[src/rtl/qcnt_pkg.sv]
package qcnt_pkg;

    typedef enum logic [1:0] {
        MODE_QUAD = 2'd0,
        MODE_BIN  = 2'd1,
        MODE_DIR  = 2'd2,
        MODE_UPDN = 2'd3
    } qmode_e;

    // position of a two-bit code along the quadrature cycle 00,01,11,10
    function automatic logic [1:0] gray_pos(input logic a, input logic b);
        return {a, a ^ b};
    endfunction

endpackage

[src/rtl/qcnt_debounce.sv]
module qcnt_debounce #(
    parameter int SEL_W = 3
) (
    input  logic             clk,
    input  logic             rst_n,
    input  logic             raw_i,
    input  logic [SEL_W-1:0] sel_i,
    output logic             clean_o
);
    localparam int CW = 1 << SEL_W;

    typedef struct packed {
        logic          s1;
        logic          s2;
        logic          out;
        logic [CW-1:0] run;
    } db_t;

    db_t st_q, st_d;
    logic [CW-1:0] last_run;

    always_comb begin
        last_run = (CW'(1) << sel_i) - CW'(1);
        st_d     = st_q;
        st_d.s1  = raw_i;
        st_d.s2  = st_q.s1;
        if (st_q.s2 != st_q.out) begin
            if (st_q.run == last_run) begin
                st_d.out = st_q.s2;
                st_d.run = '0;
            end else begin
                st_d.run = st_q.run + CW'(1);
            end
        end else begin
            st_d.run = '0;
        end
    end

    always_ff @(posedge clk or negedge rst_n) begin
        if (!rst_n) st_q <= '0;
        else        st_q <= st_d;
    end

    assign clean_o = st_q.out;

    // filtered value only ever moves to the synchronised level
    p_db_follow_r7: assert property (@(posedge clk) disable iff (!rst_n)
        (st_q.out != $past(st_q.out)) |-> (st_q.out == $past(st_q.s2)));

endmodule

[src/rtl/qcnt_decode.sv]
module qcnt_decode
    import qcnt_pkg::*;
(
    input  logic       clk,
    input  logic       rst_n,
    input  logic [1:0] mode_i,
    input  logic       a_i,
    input  logic       b_i,
    output logic       up_o,
    output logic       dn_o,
    output logic       err_o
);
    typedef struct packed {
        logic a;
        logic b;
    } prev_t;

    prev_t pv_q, pv_d;
    logic [1:0] pos_now, pos_old, delta;
    logic       rise_a, rise_b;

    always_comb begin
        pv_d.a = a_i;
        pv_d.b = b_i;

        if (mode_i == MODE_BIN) begin
            pos_now = {a_i, b_i};
            pos_old = {pv_q.a, pv_q.b};
        end else begin
            pos_now = gray_pos(a_i, b_i);
            pos_old = gray_pos(pv_q.a, pv_q.b);
        end
        delta  = pos_now - pos_old;
        rise_a = a_i & ~pv_q.a;
        rise_b = b_i & ~pv_q.b;

        up_o  = 1'b0;
        dn_o  = 1'b0;
        err_o = 1'b0;
        unique case (qmode_e'(mode_i))
            MODE_QUAD, MODE_BIN: begin
                up_o  = (delta == 2'd1);
                dn_o  = (delta == 2'd3);
                err_o = (delta == 2'd2);
            end
            MODE_DIR: begin
                up_o = rise_b & a_i;
                dn_o = rise_b & ~a_i;
            end
            MODE_UPDN: begin
                up_o = rise_a & ~rise_b;
                dn_o = rise_b & ~rise_a;
            end
            default: ;
        endcase
    end

    always_ff @(posedge clk or negedge rst_n) begin
        if (!rst_n) pv_q <= '0;
        else        pv_q <= pv_d;
    end

    // illegal code changes are only reported in the two code modes
    p_err_code_mode_r4: assert property (@(posedge clk) disable iff (!rst_n)
        err_o |-> (mode_i == MODE_QUAD || mode_i == MODE_BIN));

endmodule

[src/rtl/quad_updown_counter.sv]
module quad_updown_counter #(
    parameter int CNT_W = 32,
    parameter int DB_W  = 3
) (
    input  logic                    clk,
    input  logic                    rst_n,
    input  logic                    in_a,
    input  logic                    in_b,
    input  logic                    in_z,
    input  logic [1:0]              cfg_mode,
    input  logic [DB_W-1:0]         cfg_dbn,
    input  logic                    cfg_zclr,
    input  logic                    cfg_auto,
    input  logic signed [CNT_W-1:0] cfg_max,
    input  logic signed [CNT_W-1:0] cfg_min,
    output logic signed [CNT_W-1:0] cnt_o,
    output logic                    cnt_evt_o,
    output logic                    err_o,
    output logic                    zm_evt_o,
    output logic                    irq_max_o,
    output logic                    irq_min_o
);
    localparam int NIN = 3;

    typedef struct packed {
        logic [CNT_W-1:0] cnt;
        logic             evt;
        logic             err;
        logic             zm;
        logic             imax;
        logic             imin;
        logic             zprev;
    } cnt_t;

    logic [NIN-1:0] raw_vec, db_vec;
    logic           step_up, step_dn, code_err, rise_z;
    cnt_t           st_q, st_d;

    assign raw_vec = {in_z, in_b, in_a};

    for (genvar gi = 0; gi < NIN; gi++) begin : g_filt
        qcnt_debounce #(.SEL_W(DB_W)) u_db (
            .clk     (clk),
            .rst_n   (rst_n),
            .raw_i   (raw_vec[gi]),
            .sel_i   (cfg_dbn),
            .clean_o (db_vec[gi])
        );
    end

    qcnt_decode u_dec (
        .clk    (clk),
        .rst_n  (rst_n),
        .mode_i (cfg_mode),
        .a_i    (db_vec[0]),
        .b_i    (db_vec[1]),
        .up_o   (step_up),
        .dn_o   (step_dn),
        .err_o  (code_err)
    );

    assign rise_z = db_vec[2] & ~st_q.zprev;

    always_comb begin
        st_d       = st_q;
        st_d.evt   = step_up | step_dn;
        st_d.err   = code_err;
        st_d.zm    = rise_z;
        st_d.zprev = db_vec[2];
        st_d.imax  = 1'b0;
        st_d.imin  = 1'b0;

        if (step_up) begin
            if (cfg_auto && ($signed(st_q.cnt) >= cfg_max)) begin
                st_d.cnt  = '0;
                st_d.imax = 1'b1;
            end else begin
                st_d.cnt  = st_q.cnt + CNT_W'(1);
                st_d.imax = !cfg_auto && ($signed(st_q.cnt) == cfg_max);
            end
        end else if (step_dn) begin
            if (cfg_auto && ($signed(st_q.cnt) <= cfg_min)) begin
                st_d.cnt  = '0;
                st_d.imin = 1'b1;
            end else begin
                st_d.cnt  = st_q.cnt - CNT_W'(1);
                st_d.imin = !cfg_auto && ($signed(st_q.cnt) == cfg_min);
            end
        end

        if (rise_z && cfg_zclr) begin
            st_d.cnt  = '0;
            st_d.imax = 1'b0;
            st_d.imin = 1'b0;
        end
    end

    always_ff @(posedge clk or negedge rst_n) begin
        if (!rst_n) st_q <= '0;
        else        st_q <= st_d;
    end

    assign cnt_o     = $signed(st_q.cnt);
    assign cnt_evt_o = st_q.evt;
    assign err_o     = st_q.err;
    assign zm_evt_o  = st_q.zm;
    assign irq_max_o = st_q.imax;
    assign irq_min_o = st_q.imin;

    // the count moves only with a step pulse or a clear to zero
    p_move_needs_evt_r8: assert property (@(posedge clk) disable iff (!rst_n)
        (st_q.cnt != $past(st_q.cnt)) |-> (st_q.evt || st_q.cnt == '0));

    // an illegal code change leaves the count where it was
    p_err_holds_cnt_r4: assert property (@(posedge clk) disable iff (!rst_n)
        st_q.err |-> (st_q.cnt == $past(st_q.cnt) || st_q.cnt == '0));

    // in auto-zero mode a bound pulse comes with a zero count
    p_auto_zero_r10: assert property (@(posedge clk) disable iff (!rst_n)
        ((st_q.imax || st_q.imin) && $past(cfg_auto)) |-> (st_q.cnt == '0));

    // in warning mode the upper pulse marks the step past the bound
    p_warn_max_r11: assert property (@(posedge clk) disable iff (!rst_n)
        (st_q.imax && !$past(cfg_auto)) |->
        (st_q.cnt == $past(cfg_max) + CNT_W'(1)));

    // both bound pulses never fire together
    p_bound_excl_r11: assert property (@(posedge clk) disable iff (!rst_n)
        $onehot0({st_q.imax, st_q.imin}));

endmodule

[config.mk]
export PLATFORM = sky130hd
export DESIGN_NAME = quad_updown_counter
export DESIGN_NICKNAME = d
export VERILOG_FILES = /design/src/rtl/qcnt_pkg.sv /design/src/rtl/qcnt_debounce.sv /design/src/rtl/qcnt_decode.sv /design/src/rtl/quad_updown_counter.sv
export SDC_FILE = /design/constraint.sdc
export NUM_CORES = 1
export LEC_CHECK = 0
export CAP_MARGIN = 20
export CELL_PAD_IN_SITES_DETAIL_PLACEMENT = 0
export CELL_PAD_IN_SITES_GLOBAL_PLACEMENT = 1
export CORE_ASPECT_RATIO = 0.8
export CORE_MARGIN = 5
export CORE_UTILIZATION = 26
export DETAILED_ROUTE_END_ITERATION = 8
export DONT_BUFFER_PORTS = 1
export PLACE_DENSITY_LB_ADDON = 0.1
export SLEW_MARGIN = 20
export SYNTH_ARGS = -nofsm -noshare
export SYNTH_HDL_FRONTEND = slang
export SYNTH_SLANG_ARGS = --single-unit
[constraint.sdc]
create_clock -name clk -period 4.44 [get_ports clk]
set_input_delay 0.222 -clock clk [delete_from_list [all_inputs] [get_ports clk]]
set_output_delay 0.222 -clock clk [all_outputs]
set_load 0.01 [all_outputs]
# ---- Yosys cells after proc, flatten, opt, wreduce, memory -nomap -nowiden
# Cells that the tools add are included.
dict set report word_totals {
  mem_bits_ro 0
  mem_count 0
  out_inout_bits 37
  ramBits 0
  register_bits 73
  latchBits 0
  wordCells 95
}
dict set report classes {
  n_lt_le_gt_ge 2
  reduce_logical 12
  bitwise_logic 16
  add_sub_neg 7
  n_eq_ne 14
  n_div 0
  n_mux 22
  shift 1
  n_mul 0
}
# cell count
set ops {}
lappend ops {{two-way mux 32 bit} 5}
lappend ops {{== test 32 bit} 2}
lappend ops {{two-way mux 8 bit} 6}
lappend ops {{adder 32 x 1 -> 32 bit, second input constant} 1}
lappend ops {{greater-or-equal comparator 32 bit} 1}
lappend ops {{<= comparator 32 bit} 1}
lappend ops {{subtractor 32 x 1 -> 32 bit, second input constant} 1}
lappend ops {{adder 8 x 1 -> 8 bit, second input constant} 3}
lappend ops {{== test 8 bit} 3}
lappend ops {{== test 2 bit, second input constant} 4}
lappend ops {{two-way mux 1 bit} 8}
lappend ops {{<< shifter 1 x 3 -> 8 bit, first input constant} 1}
lappend ops {{subtractor 8 x 2 -> 8 bit, second input constant} 1}
lappend ops {{bitwise AND 1 bit} 7}
lappend ops {{NOT 1 bit} 6}
lappend ops {{case mux 1 bit (3 select lines)} 2}
lappend ops {{AND reduction 2 bit} 3}
lappend ops {{logical AND 1 bit} 5}
lappend ops {{== test 2 x 1 -> 1 bit, second input constant} 2}
lappend ops {{!= test 1 bit} 3}
lappend ops {{nonzero test 3 bit} 1}
lappend ops {{zero test 2 bit} 1}
lappend ops {{two-way mux 2 bit} 1}
lappend ops {{OR reduction 2 bit} 1}
lappend ops {{other kinds (4)} 5}

# ---- Longest topological paths before layout
# Gate-level depths: netlist (run 1).
dict set report logic_depth {
  depth_word 8
  depth_mapped 15
  ltp_nobuf 13
}

# ---- By module
# A second synthesis (run 1) with hierarchy kept.
dict set report unflattened {
  hier_cells 866
  hier_area_um2 6936.7
}
# mod instances cells_per_inst area_each_um2
set modules_own_cells {}
lappend modules_own_cells {quad_updown_counter 1 654 4840.9}
lappend modules_own_cells {qcnt_debounce 3 64 635.6}
lappend modules_own_cells {qcnt_decode 1 20 188.9}

# ---- Worst setup path after synthesis (run 1)
# No wires, ideal clock.
dict set report synth_path {
  path_type {register to register}
  startpoint {register st_q (netlist bit cnt_o[31])}
  endpoint {register st_q (netlist bit cnt_o[11])}
  t_arrival_ns 3.360
  setup_time_ns 0.125
  slack_ns 0.955
  path_stages_with_launch 11
  cell_sequence {dfrtp_1 ha_1 nand4_2 or4_4 or4_4 and3_4 a22o_1 or3_1 buf_6 a221o_1 mux2_2}
}
dict set report synth_via {
  elab_chain_cells 6
  word_cells_on_any_way 9
}
# element line_no
set synth_lines {}
lappend synth_lines {{start: declaration} quad_updown_counter.sv:37} ;# cnt_t st_q, st_d;
lappend synth_lines {{start signal: assignment} quad_updown_counter.sv:100} ;# else st_q <= st_d;
lappend synth_lines {{<= comparator 32 bit} quad_updown_counter.sv:82} ;# if (cfg_auto && ($signed(st_q.cnt) <= cfg_min)) begin
lappend synth_lines {{logical AND 1 bit} quad_updown_counter.sv:82}
lappend synth_lines {{two-way mux 32 bit} quad_updown_counter.sv:82}
lappend synth_lines {{two-way mux 32 bit} quad_updown_counter.sv:81} ;# end else if (step_dn) begin
lappend synth_lines {{two-way mux 32 bit (*)} quad_updown_counter.sv:73} ;# if (step_up) begin
lappend synth_lines {{two-way mux 32 bit (*)} quad_updown_counter.sv:91} ;# if (rise_z && cfg_zclr) begin
# Mark *: on every way between the ends. The rest lies on a longest branch, timed or not. The select of a mux whose other input is x is not followed.
# A chain may end at the register's enable or synchronous reset.

# ---- Worst setup path in the final report (run 1)
dict set report layout_path {
  startpoint {register st_q (netlist bit cnt_o[31])}
  endpoint {register st_q (netlist bit cnt_o[20])}
}
# Same word-level chain as after synthesis.

==> results of run 1 <==
[state kept, by name (all words and copies together), names as in the netlist]
name	cells
cnt_o	32
cnt_evt_o	1
g_filt.u_db.st_d	3
g_filt.u_db.clean_o	3
zm_evt_o	1
u_dec.pv_q	2
g_filt.u_db.st_q	27
st_q	1
err_o	1
irq_min_o	1
irq_max_o	1
[worst max-delay path, delay by kind of cell (launching register included)]
kind            cells  cell delay (ns)
compound gates      3             0.65
fa+ha+maj           1             0.43
buf+inv             1             0.29
flops               1             0.47
simple gates        5             1.97
[cells by family (layout without fill, tap and decap cells)]
group / after synthesis / after routing / share of synthesized area, %
buffers and inverters: 137 / 121 / 9.992
AO/OA/AOI/OAI: 186 / 186 / 18.52
AND/OR/NAND/NOR: 308 / 308 / 24.32
flip-flops: 73 / 73 / 28.16
adder cells (fa/ha/maj): 71 / 71 / 13.70
XOR/XNOR: 33 / 33 / 4.456
multiplexers: 5 / 5 / 0.8487
[final timing paths]
path                       slack [ns]                          endpoint  cells after the start
min in group asynchronous        0.42  g_filt[0].u_db.st_q[2]$_DFF_PN0_                      2
max                              0.50             cnt_o[20]$_DFFE_PN0P_                     10
min                              0.02               irq_max_o$_DFF_PN0_                      2
min reg2reg                      0.35  g_filt[1].u_db.st_q[9]$_DFF_PN0_                      0
max in group asynchronous        3.69             cnt_o[28]$_DFFE_PN0P_                      2
max reg2reg                      0.50             cnt_o[20]$_DFFE_PN0P_                     10
[per-stage QoR]
| stage | hold WS [ns] | worst slack (ns) | power [W] | util (%) |
|---|---|---|---|---|
| 3_3_place_gp | -0.07090 | 0.5953 | 0.003625 | 27.41 |
| 4_1_cts | 0.001495 | 0.4860 | 0.004438 | 28.87 |
| 6_report | 0.01905 | 0.4954 | 0.004404 | 28.87 |
| 3_5_place_dp | -0.07100 | 0.5198 | 0.003662 | 27.41 |
| 5_1_grt | 0.01510 | 0.3129 | 0.004800 | 28.87 |
| 2_1_floorplan | -0.07359 | 0.9550 | 0.002924 | - |
[power groups by stage]
stage	Clock [W]	Combinational [W]	Sequential, W
final	0.000729	0.00248	0.00119
after global routing	0.000776	0.00279	0.00123
after CTS	0.000754	0.00249	0.00120
after detailed placement	0	0.00245	0.00121
after global placement	0	0.00242	0.00120
after floorplan	0	0.00187	0.00106
[final cells by class]
| cell class | count | area share [%] |
|---|---|---|
| tap | 318 | 5.639 |
| clock buffer | 10 | 3.387 |
| sequential | 73 | 25.89 |
| timing repair buffer | 27 | 3.298 |
| inverter | 78 | 4.150 |
| multi-input combinational | 603 | 56.92 |
| clock inverter | 6 | 0.7093 |
[Yosys cell counts, types with 4 or more instances]
cell type	count	area, um2
ha_1	71	888.4
nor2b_1	11	68.82
and4_1	5	43.79
clkbuf_1	21	78.83
a31oi_1	9	56.30
nor2_1	70	262.8
dfrtp_1	73	1827
and3_1	20	125.1
o31ai_1	6	45.04
o22ai_1	13	81.33
xor2_1	18	157.7
nand4_1	21	131.4
nand2b_1	9	56.30
or3_1	15	93.84
a221oi_1	13	113.9
xnor2_1	15	131.4
nor4_1	5	31.28
mux2_2	4	45.04
nand2_1	63	236.5
a21o_1	5	37.54
or2_2	4	25.02
buf_4	32	240.2
buf_2	5	25.02
a21oi_1	66	330.3
o21ai_0	23	115.1
nand3_1	44	220.2
o22a_1	4	35.03
nor3_1	24	120.1
inv_1	78	292.8
o211ai_1	11	82.58
[what timing repair did]
action	4_1_cts	5_1_grt
hold buffers	5	0
hold endpoints to repair	76	0
setup buffers	0	0
[cells in the final DEF, fill, tap and decap left out, types with 3 or more instances in the layout]
cell	instances
nand4_1	21
xnor2_1	15
mux2_2	4
a221oi_1	13
xor2_1	18
nand2_1	63
nor3_1	23
inv_1	78
nor2b_1	11
or4_4	3
nand3_1	44
or4_1	3
a21boi_0	3
o22a_1	4
nor2_1	70
or3_1	15
a21o_1	5
a211oi_1	3
buf_4	22
o211ai_1	11
and3_1	20
nand4b_1	3
o22ai_1	13
a31oi_1	9
ha_1	71
or2_2	4
dlygate4sd3_1	4
o21ai_0	23
o31ai_1	6
o21a_1	3
and4_1	5
a22oi_1	3
clkbuf_16	9
dfrtp_1	73
nand2b_1	9
a21oi_1	66
o32ai_1	3
nor4_1	5
a22o_1	3
[layer usage]
| metal | wire length, um | share of wire, % | GRT usage [%] |
|---|---|---|---|
| met1 | 11040 | 50 | 23.03 |
| met4 | 169 | 0.76 | 2.440 |
| met3 | 1747 | 7.9 | 4.608 |
| met5 | 0 | 0 | 0 |
| met2 | 9148 | 41 | 21.99 |
==> results.toml, run 1 <==
[status]
outcome = "completed"

[clock_tree]
cts-htree-levels = 3
clock_tree.root_cell = "clkbuf_16"
clk_pin_slew_ns = 0.07
cts_tree = "done"
post_cts_resize_count = 0
cts_inserted_buffers = 9
clock-sinks = 73
ctsLongestPathBuffers = 2
worst_skew_pair.late_latency_ns = 0.34

[sta]
worst_slew_margin_rel_pct = 41.08
fmaxAchievable_mhz = 253.5
fin_tns_setup_ns = 0
layout_worst_path_cycle_share_pct = 88.84
max_slew.worst_pin.slew_ns = 0.8839
slew_viol_final = 0
timing.final.crit_period_ns = 3.945
final-setup-viol-count = 0
rsz_0062_raised_after_global_routing = "no"
finalClockSkew_ns = 0.007036
final-hold-violation-count = 0

[yosys]
synthesis.instances = 813
synth.cell_area_um2 = 6486
yosysSeqAreaShare_pct = 28.16
synthesis.yosys.warnings = 0
async_flop_share_pct = 100.0
syn_avg_cell_area_um2 = 7.978
synth_edf_count = 0
synth-main-ff-cell = "dfrtp_1"
synth_fp_nets = 960
synth-seq-cells = 73
yosys.cell_types.count = 62

[global_route]
grt_first_pass_wirelength_um = 34350
grt.total_usage_pct = 15.36
number_of_global_route_vias_before_repair = 5818
grt_max_degree = 74
grt-ovfl-total = 0
antenna_found_initial = 0

[power_and_ir_drop]
leakage_power_summed_over_all_cells_nw = 3.242
power_share_of_the_clock_group_pct = 16.6
sequentialPowerShare_pct = 27.1
p_sw_share_pct = 51.02
cell_internal_power_w = 0.002157
power.density_cell_area_nw_per_um2 = 624.3
comb_power_share_pct = 56.4
netSwitchingPower_w = 0.002247
peak_ir_drop_on_the_vdd_network_uv = 272.1

[route]
drt_iter0_drc = 281
wl_per_cell_um = 19.83
antenna_violating_nets_post_route = 0
firstDrtPassIters = 7
drc = 0
detail_route.wirelength_um = 22110
route.detailed.vias_per_inst = 5.226
route.vias.total = 5827

[floorplan]
initial_core_util_pct = 26.54
ios = 113
placementRows = 51
die_h_um = 151.3
fp.dieW_um = 186.6
design.die.area_um2 = 28230
design.core.area_um2 = 24440

[min_path]
min-delay-start = "cfg_auto"
worst_hold_path_type = "in2reg"

[place]
finalWeightedCongestion = 0.8330
port_buffers = 0
placed_cells_incl_taps = 1094
dp.final_hpwl_um = 17040
placed_cell_area_um2 = 6699

[critical_path]
crit_path_max_cell_delay_ns = 0.58
worst-endpoint-required_ns = 4.66
crit_top_cell = "or4_4"
crit_path_cell_trace = "ha_1 > nand4_2 > or4_4 > or4_4 > and3_4 > a22o_1 > or3_1 > buf_4 > a221oi_1 > a21oi_1"
category_of_the_worst_setup_path_capture_point = "register"
arrival_worst_endpoint_ns = 4.16
crit_path_start_kind = "register"
worst_r2r_startpoint = "cnt_o[31]$_DFFE_PN0P_"
setup.worst_path.start = "cnt_o[31]$_DFFE_PN0P_"
critical_path.max_fanout = 16
worstSetupPathType = "reg2reg"
slowest_stage = "or4_4"

[cells_and_area]
layout-area-overhead-vs-synth_pct = 8.777
post_route_cells_drive_above_1_share_pct = 7.152
fin_cells = 1115
layout.area.seq_um2 = 1827
multiInputGateArea_um2 = 4016
n_antenna_cell = 0
fillerInstances = 2635
finalInstanceArea_um2 = 7056
layout.nets = 939

[job]
number_of_violations_of_the_max_capacitance_limit = 0
Power figures use the tool's default switching activity.
==> run 2: changes to the inputs <==
Settings changed: GPL_TIMING_DRIVEN set to 0.
==> run 2 against run 1 <==
Against the previous run:
- sequential share of layout area is 0.69 points lower
- final cell count is 3.3% higher
- clock-buffer cell count stayed put
- setup slack lost 0.22 ns
- critical path depth up 1
- sequential power hardly changed
- clock power about the same
- die area unchanged
- combinational power rose by 6%
- worst hold slack worse by 0.0064 ns
- highest routed layer unchanged
==> results.toml, run 2 (same netlist as run 1, synthesis figures left out) <==
[clock_tree]
ctsLongestPathBuffers = 2
cts_inserted_buffers = 9
clk_pin_slew_ns = 0.07
clock-sinks = 73
clock_tree.root_cell = "clkbuf_16"
cts_tree = "done"
worst_skew_pair.late_latency_ns = 0.35
cts-htree-levels = 3

[critical_path]
category_of_the_worst_setup_path_capture_point = "register"
worst-endpoint-required_ns = 4.66
worstSetupPathType = "reg2reg"
crit_path_start_kind = "register"
critical_path.max_fanout = 10
arrival_worst_endpoint_ns = 4.39
worst-r2r-cell-count = 11
timing.reg2reg.setup_slack_ns = 0.27

[cells_and_area]
most_frequent_cells_in_the_layout = "inv_1 (78), dfrtp_1 (73), ha_1 (71), nor2_1 (69), a21oi_1 (65)"
most_common_library_cell_in_the_layout_ignoring_fill_and_taps = "inv_1"
layout.nets = 976
largest_register_ff_count = 32
n_antenna_cell = 0
fillerInstances = 2595
layout-area-overhead-vs-synth_pct = 11.75
post_route_cells_drive_above_1_share_pct = 8.993

[route]
route.vias.total = 6033
drc = 0
antenna_violating_nets_post_route = 0
firstDrtPassIters = 7
detail_route.wirelength_um = 22260
route.detailed.vias_per_inst = 5.237
drt_iter0_drc = 454
wl_per_cell_um = 19.33

[sta]
rsz_0062_raised_after_global_routing = "no"
worst_hold_slack_ns = 0.01269
slew_viol_final = 0
timing.final.crit_period_ns = 4.165
final-setup-viol-count = 0
finalClockSkew_ns = 0.009065
fmaxAchievable_mhz = 240.1
worst_slew_margin_rel_pct = 43.15
final-hold-violation-count = 0
max_slew.worst_pin.slew_ns = 0.8488
layout_worst_path_cycle_share_pct = 93.81
fin_tns_setup_ns = 0

[global_route]
grt.total_usage_pct = 15.72
grt_max_degree = 74
antenna_found_initial = 0
grt-ovfl-total = 0
number_of_global_route_vias_before_repair = 5871
grt_first_pass_wirelength_um = 34870

[place]
finalWeightedCongestion = 0.7994
dp.final_hpwl_um = 17170
port_buffers = 0

[floorplan]
design.core.area_um2 = 24440
fp.dieW_um = 186.6
placementRows = 51
design.die.area_um2 = 28230
ios = 113
die_h_um = 151.3
initial_core_util_pct = 26.54

[min_path]
worst_hold_path_type = "in2reg"
min_path_cells = 2

[power_and_ir_drop]
leakage_power_summed_over_all_cells_nw = 3.353
power.density_cell_area_nw_per_um2 = 630.1
peak_ir_drop_on_the_vdd_network_uv = 240.2
post-layout-total-power_w = 0.004567

[job]
number_of_violations_of_the_max_capacitance_limit = 0

[status]
outcome = "completed"
==> run 2: cell types whose count changed in the layout (fill, tap and decap cells not counted), sizes merged <==
| cell | previous run | this run |
|---|---|---|
| buf | 23 | 39 |
| clkbuf | 10 | 31 |
==> run 2: repair_timing <==
action                                  4_1_cts  5_1_grt
buffers inserted                              0        0
endpoints found under the hold margin        76        0
hold buffers                                  5        0
gates resized for setup                       0        3
endpoints found under the setup margin        0       20
==> run 2: worst paths after layout <==
check                                                  from                                to
min in group asynchronous                             rst_n  g_filt[0].u_db.st_q[1]$_DFF_PN0_
min                                                cfg_auto               irq_max_o$_DFF_PN0_
min reg2reg                g_filt[2].u_db.st_d[9]$_DFF_PN0_  g_filt[2].u_db.st_q[9]$_DFF_PN0_
max in group asynchronous                             rst_n  g_filt[2].u_db.st_d[9]$_DFF_PN0_
max                                   cnt_o[29]$_DFFE_PN0P_             cnt_o[30]$_DFFE_PN0P_
max reg2reg                           cnt_o[29]$_DFFE_PN0P_             cnt_o[30]$_DFFE_PN0P_
==> run 2: report_power, final <==
part	leakage (nW)	total [W]	internal, W	switching [W]
clock	0.136	0.000727	0.000400	0.000326
combinational	2.25	0.00264	0.000989	0.00165
sequential	0.968	0.00120	0.000837	0.000367
==> run 2: worst max-delay path, stage by stage, from the launching register on <==
cell and delay [ns]:
dfrtp_1 0.51, ha_1 0.37, nand4_1 0.19, or4_1 0.70
nand4bb_1 0.33, and4_1 0.27, and4_1 0.22, or2_2 0.34
clkbuf_1 0.33, clkbuf_2 0.35, a221oi_1 0.32, a21oi_1 0.11
==> run 2: layout make-up <==
cell class / instances / area [um2] / area share, %
multi-input cells: 603 / 4018 / 55.43
flip-flops and latches: 73 / 1827 / 25.20
clock inverters: 6 / 50.05 / 0.6905
repair buffers: 5 / 67.56 / 0.9322
clock buffers: 10 / 239.0 / 3.297
inverters: 78 / 292.8 / 4.039
plain buffers: 59 / 356.6 / 4.920
well taps: 318 / 397.9 / 5.489
==> run 2: metal layers <==
metal / global-route usage (%) / up-vias / share of wire, %
li1: - / 2959 / -
met1: 24.76 / 2903 / 54
met2: 21.74 / 159 / 40
met3: 3.664 / 12 / 5.7
met4: 2.586 / 0 / 0.75
met5: 0 / - / 0
==> run 2: metrics by stage <==
step           area [um2]  std cells  utilization [%]  setup WS (ns)
2_1_floorplan        6486        813                -         0.9550
3_3_place_gp         6884       1131            28.17         0.1539
3_5_place_dp         6888       1131            28.18         0.1269
4_1_cts              7244       1152            29.64        0.09504
5_1_grt              7248       1152            29.66        0.03428
6_report             7248       1152            29.66         0.2749
==> run 3: changes to the inputs <==
Settings changed: RECOVER_POWER set to 50.
==> run 3 against run 2 <==
Against the previous run:
- the flow now finishes with violations (capacitance limit, slew limit)
- sequential cell count unchanged
- critical path type unchanged
- fmax shrank 0.54%
- final cell count unchanged
- critical endpoint unchanged
- register-to-register slack worse by 0.02 ns
==> results.toml, run 3 (same netlist as run 1, synthesis figures left out) <==
[critical_path]
worstSetupPathType = "reg2reg"
crit_path_cell_trace = "ha_1 > nand4_1 > or4_1 > nand4bb_1 > and4_1 > and4_1 > or2_2 > clkbuf_1 > clkbuf_2 > a221oi_1 > a21oi_1"
critPathBufInv = 2
arrival_worst_endpoint_ns = 4.41
path_delay_family = "simple AND/OR/NAND/NOR gates"
crit_top_cell = "and4_1"
slowest_stage = "or4_1"
crit_path_start_kind = "register"
worst-endpoint-required_ns = 4.66
crit_path_max_cell_delay_ns = 0.70
category_of_the_worst_setup_path_capture_point = "register"
critical_path.max_fanout = 10

[cells_and_area]
fillerInstances = 2600
largest_register_ff_count = 32
n_antenna_cell = 0
finalInstanceArea_um2 = 7214
utilization_pct = 29.52
layout.nets = 976
most_common_library_cell_in_the_layout_ignoring_fill_and_taps = "inv_1"
post_route_cells_drive_above_1_share_pct = 8.633
layout-area-overhead-vs-synth_pct = 11.23
most_frequent_cells_in_the_layout = "inv_1 (78), dfrtp_1 (73), ha_1 (71), nor2_1 (69), a21oi_1 (65)"

[place]
port_buffers = 0
dp.final_hpwl_um = 17170
placed_cell_area_um2 = 6888
finalWeightedCongestion = 0.7994

[route]
firstDrtPassIters = 5
route.detailed.vias_per_inst = 5.225
antenna_violating_nets_post_route = 0
detail_route.wirelength_um = 22300
drt_iter0_drc = 441
top_layer_used = "met4"
drc = 0
m1WireLength_um = 12080
route.vias.total = 6019
routed-wl-met3_um = 1265
wl_per_cell_um = 19.36
wl_met2_um = 8813

[clock_tree]
clk_pin_slew_ns = 0.07
clock_tree.root_cell = "clkbuf_16"
clock-sinks = 73
worst_skew_pair.late_latency_ns = 0.35
cts_inserted_buffers = 9
ctsLongestPathBuffers = 2
post_cts_setup_buffers = 0
cts_tree = "done"
cts-htree-levels = 3

[sta]
fmaxAchievable_mhz = 238.8
final-setup-viol-count = 0
finalClockSkew_ns = 0.008879
slew_viol_final = 74
rsz_0062_raised_after_global_routing = "no"
layout_worst_path_cycle_share_pct = 94.32
timing.final.crit_period_ns = 4.188
fin_tns_setup_ns = 0
final-hold-violation-count = 0
max_slew.worst_pin.slew_ns = 1.992
worst_slew_margin_rel_pct = -32.77

[global_route]
grt_max_degree = 74
grt-ovfl-total = 0
antenna_found_initial = 0
number_of_global_route_vias_before_repair = 5871
grt.total_usage_pct = 15.72
grt_first_pass_wirelength_um = 34870

[power_and_ir_drop]
comb_power_share_pct = 57.6
power.density_cell_area_nw_per_um2 = 632.0
cell_internal_power_w = 0.002219
leakage_power_summed_over_all_cells_nw = 3.332
netSwitchingPower_w = 0.002341
p_sw_share_pct = 51.34
sequentialPowerShare_pct = 26.4
power_share_of_the_clock_group_pct = 15.9
peak_ir_drop_on_the_vdd_network_uv = 239.6

[floorplan]
design.die.area_um2 = 28230
placementRows = 51
initial_core_util_pct = 26.54
die_h_um = 151.3
design.core.area_um2 = 24440
fp.dieW_um = 186.6
ios = 113

[status]
failing_checks = "capacitance limit, slew limit"
outcome = "finished, violations left"

[job]
number_of_violations_of_the_max_capacitance_limit = 1

[min_path]
worst_hold_path_type = "in2reg"
-- run 3: cell type report --
| type | instances | area [um2] | share of cell area [%] |
|---|---|---|---|
| multi-input cells | 603 | 4018 | 55.69 |
| well taps | 318 | 397.9 | 5.515 |
| repair buffers | 5 | 45.04 | 0.6243 |
| plain buffers | 59 | 345.3 | 4.787 |
| clock buffers | 10 | 239.0 | 3.313 |
| flip-flops and latches | 73 | 1827 | 25.32 |
| clock inverters | 6 | 50.05 | 0.6937 |
| inverters | 78 | 292.8 | 4.058 |
-- run 3: final timing paths --
kind,depth (start not counted),from,endpoint,slack [ns]
max in group asynchronous,2,rst_n,g_filt[2].u_db.st_d[9]$_DFF_PN0_,2.28
min reg2reg,0,g_filt[2].u_db.st_d[9]$_DFF_PN0_,g_filt[2].u_db.st_q[9]$_DFF_PN0_,0.35
min,2,cfg_auto,irq_max_o$_DFF_PN0_,0.01
max reg2reg,11,cnt_o[29]$_DFFE_PN0P_,cnt_o[30]$_DFFE_PN0P_,0.25
max,11,cnt_o[29]$_DFFE_PN0P_,cnt_o[30]$_DFFE_PN0P_,0.25
min in group asynchronous,2,rst_n,g_filt[0].u_db.st_q[5]$_DFF_PN0_,0.99
-- run 3: routing by layer --
layer | up-vias | global-route usage (%)
met5 | - | 0
met2 | 153 | 21.74
met4 | 0 | 2.586
met3 | 10 | 3.664
li1 | 2951 | -
met1 | 2905 | 24.76
-- run 3: power by group through the flow --
stage / Sequential [W] / Combinational, W / Clock (W)
detailed placement: 0.00122 / 0.00260 / 0
CTS: 0.00121 / 0.00264 / 0.000749
global placement: 0.00122 / 0.00257 / 0
floorplan: 0.00106 / 0.00187 / 0
global route: 0.00125 / 0.00296 / 0.000775
finish: 0.00121 / 0.00263 / 0.000726
-- run 3: worst reg2reg max path: stages (launching register included) --
cell	delay, ns
dfrtp_1	0.52
ha_1	0.37
nand4_1	0.20
or4_1	0.70
nand4bb_1	0.33
and4_1	0.27
and4_1	0.22
or2_2	0.34
clkbuf_1	0.33
clkbuf_2	0.36
a221oi_1	0.33
a21oi_1	0.11
-- run 3: metrics by stage --
| step | setup slack (ns) | total power [W] | std cells | hold slack (ns) |
|---|---|---|---|---|
| after detailed placement | 0.1269 | 0.003826 | 1131 | -0.07150 |
| after global placement | 0.1539 | 0.003789 | 1131 | -0.07113 |
| final | 0.2521 | 0.004560 | 1152 | 0.01238 |
| after floorplan | 0.9550 | 0.002924 | 813 | -0.07359 |
| after global routing | 0.03428 | 0.004986 | 1152 | 0.007878 |
| after CTS | 0.09504 | 0.004595 | 1152 | 0.0007237 |
-- run 3: timing repair --
action | CTS | global route
endpoints found under the hold margin | 76 | 0
setup endpoints to repair | 0 | 20
gates resized for setup | 0 | 3
hold buffers | 5 | 0
